**src/rtl/wdma_arb_pkg.sv**
```systemverilog
package wdma_arb_pkg;

    // width of the weight field
    localparam int RATIO_W = 2;
    // largest run of transmit grants
    localparam int RUN_MAX = 1 << RATIO_W;
    // width of the streak counter, which holds 0..RUN_MAX
    localparam int CNT_W   = $clog2(RUN_MAX + 1);

    typedef enum logic [1:0] {
        OWN_NONE = 2'd0,
        OWN_TX   = 2'd1,
        OWN_RX   = 2'd2
    } owner_e;

    typedef struct packed {
        logic [RATIO_W-1:0] ratio;
        logic               rx_first;
    } arb_cfg_t;

    // transmit grants allowed before receive is served
    function automatic logic [CNT_W-1:0] run_limit(input logic [RATIO_W-1:0] r);
        return CNT_W'(r) + CNT_W'(1);
    endfunction

endpackage

```
**src/rtl/wdma_arb_pick.sv**
```systemverilog
module wdma_arb_pick
    import wdma_arb_pkg::*;
(
    input  arb_cfg_t            cfg,
    input  logic [CNT_W-1:0]    streak,
    input  logic                tx_req,
    input  logic                rx_req,
    output owner_e              pick
);
    logic tx_spent;

    assign tx_spent = (streak >= run_limit(cfg.ratio));

    always_comb begin
        pick = OWN_NONE;
        if (tx_req && rx_req) begin
            pick = (cfg.rx_first || tx_spent) ? OWN_RX : OWN_TX;
        end else if (tx_req) begin
            pick = OWN_TX;
        end else if (rx_req) begin
            pick = OWN_RX;
        end
    end
endmodule

```
**src/rtl/wdma_arb_streak.sv**
```systemverilog
module wdma_arb_streak
    import wdma_arb_pkg::*;
(
    input  logic             clk,
    input  logic             clr,
    input  logic             inc,
    output logic [CNT_W-1:0] count
);
    always_ff @(posedge clk) begin
        if (clr) begin
            count <= '0;
        end else if (inc && (count < CNT_W'(RUN_MAX))) begin
            count <= count + CNT_W'(1);
        end
    end
endmodule

```
**src/rtl/wdma_arbiter.sv**
```systemverilog
module wdma_arbiter
    import wdma_arb_pkg::*;
(
    input  logic               clk,
    input  logic               rst,
    input  logic               soft_rst,
    input  logic [RATIO_W-1:0] cfg_ratio,
    input  logic               cfg_rx_first,
    input  logic               tx_req,
    input  logic               rx_req,
    input  logic               done,
    output logic               tx_gnt,
    output logic               rx_gnt
);
    owner_e           owner_q;
    owner_e           pick;
    arb_cfg_t         cfg_now;
    logic [CNT_W-1:0] streak;
    logic             wipe;
    logic             idle;
    logic             str_clr;
    logic             str_inc;

    assign wipe    = rst || soft_rst;
    assign idle    = (owner_q == OWN_NONE);
    assign cfg_now = '{ratio: cfg_ratio, rx_first: cfg_rx_first};

    wdma_arb_pick u_pick (
        .cfg    (cfg_now),
        .streak (streak),
        .tx_req (tx_req),
        .rx_req (rx_req),
        .pick   (pick)
    );

    assign str_clr = wipe || (idle && pick == OWN_RX);
    assign str_inc = idle && pick == OWN_TX;

    wdma_arb_streak u_streak (
        .clk   (clk),
        .clr   (str_clr),
        .inc   (str_inc),
        .count (streak)
    );

    always_ff @(posedge clk) begin
        if (wipe) begin
            owner_q <= OWN_NONE;
        end else if (!idle) begin
            if (done) owner_q <= OWN_NONE;
        end else begin
            owner_q <= pick;
        end
    end

    assign tx_gnt = (owner_q == OWN_TX) && !wipe;
    assign rx_gnt = (owner_q == OWN_RX) && !wipe;


    gnt_excl_chk: assert property (@(posedge clk) disable iff (rst)
        $onehot0({tx_gnt, rx_gnt}));


    soft_clean_chk: assert property (@(posedge clk) disable iff (rst)
        soft_rst |=> (!tx_gnt && !rx_gnt) || soft_rst);


    tx_hold_chk: assert property (@(posedge clk) disable iff (rst)
        (tx_gnt && !done) |=> (tx_gnt || soft_rst));


    rx_hold_chk: assert property (@(posedge clk) disable iff (rst)
        (rx_gnt && !done) |=> (rx_gnt || soft_rst));


    tx_from_req_chk: assert property (@(posedge clk) disable iff (rst)
        $rose(tx_gnt) |-> $past(tx_req) && !$past(rx_gnt));


    rx_from_req_chk: assert property (@(posedge clk) disable iff (rst)
        $rose(rx_gnt) |-> $past(rx_req) && !$past(tx_gnt));


    lone_tx_chk: assert property (@(posedge clk) disable iff (rst)
        (!tx_gnt && !rx_gnt && !soft_rst && tx_req && !rx_req) |=> (tx_gnt || soft_rst));


    rx_first_chk: assert property (@(posedge clk) disable iff (rst)
        (!tx_gnt && !rx_gnt && !soft_rst && rx_req && cfg_rx_first) |=> (rx_gnt || soft_rst));
endmodule

```
**config.mk**
```make
export PLATFORM = sky130hd
export DESIGN_NAME = wdma_arbiter
export DESIGN_NICKNAME = d
export VERILOG_FILES = /design/src/rtl/wdma_arb_pkg.sv /design/src/rtl/wdma_arb_pick.sv /design/src/rtl/wdma_arb_streak.sv /design/src/rtl/wdma_arbiter.sv
export SDC_FILE = /design/constraint.sdc
export NUM_CORES = 1
export LEC_CHECK = 0
export CORE_AREA = 2 2 39 41
export DETAILED_ROUTE_END_ITERATION = 16
export DIE_AREA = 0 0 41 43
export GPL_TIMING_DRIVEN = 0
export PLACE_DENSITY_LB_ADDON = 0.1
export SLEW_MARGIN = 20
export SYNTH_ARGS = -nofsm -noshare
export SYNTH_HDL_FRONTEND = slang
export SYNTH_SLANG_ARGS = --single-unit
```
**constraint.sdc**
```tcl
create_clock -name clk -period 4.6 [get_ports clk]
set_input_delay 0.92 -clock clk [delete_from_list [all_inputs] [get_ports clk]]
set_output_delay 0.92 -clock clk [all_outputs]
set_load 0.005 [all_outputs]
```
==> impl_metrics.tcl <==
set metrics [dict create \
    synth-adder-area-share 0.154 \
    die_y_um 43 \
    ys_ff_latch 5 \
    cts_resized 0 \
    dr_total_vias 413 \
    dpl_cell_area_um2 526 \
    skew_ps 1.24 \
    tightestPinTransition_ps 382 \
    hpwlAfterDp_um 679 \
    antenna_found_initial 0 \
    grt_pass1_wl_um 1290 \
    vdd_drop_max_uv 112 \
    p_int_mw 0.0933 \
    final_common_cell "clkdlybuf4s50_1" \
    postCtsSetupBuffers 0 \
    cts_made_buffers 3 \
    mappedNetlistArea_um2 405 \
    via_per_inst 5.23 \
    min_from "owner_q[1]$_SDFFE_PN0P_" \
    hold_class "register to register" \
    rsz0062_at_grt "no" \
    holdPathStages 2 \
    die_x_um 41 \
    overflow 0 \
    wl_met3_um 42 \
    utilization 0.399 \
    rows 14 \
    synthSimpleGateAreaFrac 0.284 \
    outcome "finished clean" \
    ioPinCount 11 \
    synth_top_family_by_area "simple AND/OR/NAND/NOR gates" \
    finalSetupViolCount 0 \
    core_um2 1380 \
    yosysSeqAreaShare 0.247 \
    r2r-start "u_streak.count[2]$_SDFFE_PP0P_" \
    critPathLaunch "soft_rst" \
    wl_met1_um 411 \
    die_area_um2 1760 \
    p_sw_mw 0.0311 \
    fmax_ghz 0.320 \
    slew_headroom 0.743 \
    ys_warn_count 0 \
    synthToLayoutAreaGrowth_pct 36.1 \
    place.gp.congestion 0.703 \
    track_usage 0.110 \
    cts_buffer_depth 2 \
    clk_pin_slew_ps 40 \
    power_switching_share 0.250 \
    drt_pass1_iterations 4 \
    clock_sinks 5 \
    dr_wl_met2_um 373 \
    hold_violations 0 \
    pwr-share-seq 0.373 \
    ff2ff_path_depth 5 \
    postCtsHoldBufs 0 \
    critPathMaxFanout 3 \
    synth_xor_area_frac 0 \
    num_antenna_cells 0 \
    nets 78 \
    synth-edff-count 0 \
    grt_pass1_vias 329 \
    slew_violations 0 \
    fin_crit_sh 0.678 \
    cp-end-kind "output port" \
    pwr-share-clk 0.400 \
    layout-drive-gt1-share 0.0952 \
    grt_start_max_net_pins 9 \
    top_layer "met3" \
    start_util 0.293 \
    wl_per_cell_um 10.5 \
    synth_compound_area_frac 0.250 \
    final_area_um2 552 \
    power.leakage_nw 0.216 \
    tritoncts "done" \
    combPwrFrac 0.226 \
    power.density_nw_per_um2 225 \
    clk_latency_ps 240 \
    drtIter0Drc 12 \
    totalWireLength_um 827 \
    criticalPathCategory "input pin to output port" \
    syn_avg_cell_area_um2 8.27 \
    cts_root_buf "clkbuf_4" \
    fin_crit_ps 3120 \
    synthArstFlopShare 0 \
    synthesis.nets 63 \
    multi_input_area_um2 279 \
    final-seq-area_um2 100 \
    muxShareOfSynthArea 0 \
    tns_ps 0 \
    final_cell_mix "clkdlybuf4s50_1, inv_1, ha_1, dfxtp_1" \
    n_fill_cell 143 \
    antenna_left 0 \
    cp.arrival_ps 2200 \
    syn_inst 49 \
    maxCapViolCount 0 \
    worstPathRequired_ps 3680 \
    setup.worst_path.start_class "input pin" \
    cts_htree_levels 1 \
    drc 0 \
    place.port_buffers 10 \
    synth_ff_type "dfxtp_1" \
    ys_types 27 \
]
area by class of cell:
type,count,area share
Buffer,1,0.00680
Inverter,6,0.0408
Multi-Input combinational cell,37,0.506
Sequential cell,5,0.181
Tap cell,16,0.0363
Clock buffer,4,0.0476
Timing Repair Buffer,10,0.181
power groups by stage:
stage	combinational [mW]	clock, mW	sequential (mW)
after floorplan	0.0166	0	0.0468
after global placement	0.0281	0	0.0472
after detailed placement	0.0284	0	0.0472
after CTS	0.0285	0.0526	0.0464
after global routing	0.0315	0.0553	0.0467
final	0.0282	0.0498	0.0464
logic make-up (layout without fill, tap and decap cells):
family / count (synthesis) / after routing
AND/OR/NAND/NOR: 18 / 18
AO/OA/AOI/OAI: 14 / 14
buffers and inverters: 7 / 21
adder cells (fa/ha/maj): 5 / 5
flip-flops: 5 / 5
worst max-delay path: stages:
cell and delay, ps:
clkdlybuf4s50_1 440, nor4b_1 290, clkdlybuf4s50_1 550
registers in the layout, indices dropped and copies added (netlist names):
signal,flops
u_streak.count,3
owner_q,2
Yosys cell counts (all sizes together), types with 2 or more instances:
cell	n	area, um2
dfxtp	5	100
nor2	2	7.51
nor4b	2	17.5
or4	2	15.0
nand2b	2	20.0
ha	5	62.6
nand2	2	7.51
inv	6	22.5
o21ai	2	10.0
a21oi	2	10.0
a31oi	2	12.5
nand3	3	15.0
final timing paths:
path | to | slack, ps
max | tx_gnt | 1480
min | owner_q[1]$_SDFFE_PN0P_ | 520
max reg2reg | u_streak.count[1]$_SDFFE_PP0P_ | 2510
min reg2reg | owner_q[1]$_SDFFE_PN0P_ | 520
per-layer routing:
layer / vias up / track usage
met5: - / 0
met3: 0 / 0.0157
met1: 191 / 0.171
met2: 9 / 0.119
met4: 0 / 0.100
li1: 213 / -
metrics by stage:
stage                     cells  power (mW)  hold slack [ps]  setup WS [ps]
after floorplan              49      0.0633              486           1970
after global placement       75      0.0753              523           1370
after global routing         79       0.133              601           1410
final                        79       0.124              524           1480
after detailed placement     75      0.0756              530           1350
after CTS                    79       0.128              536           1470
Power figures use the tool's default switching activity.
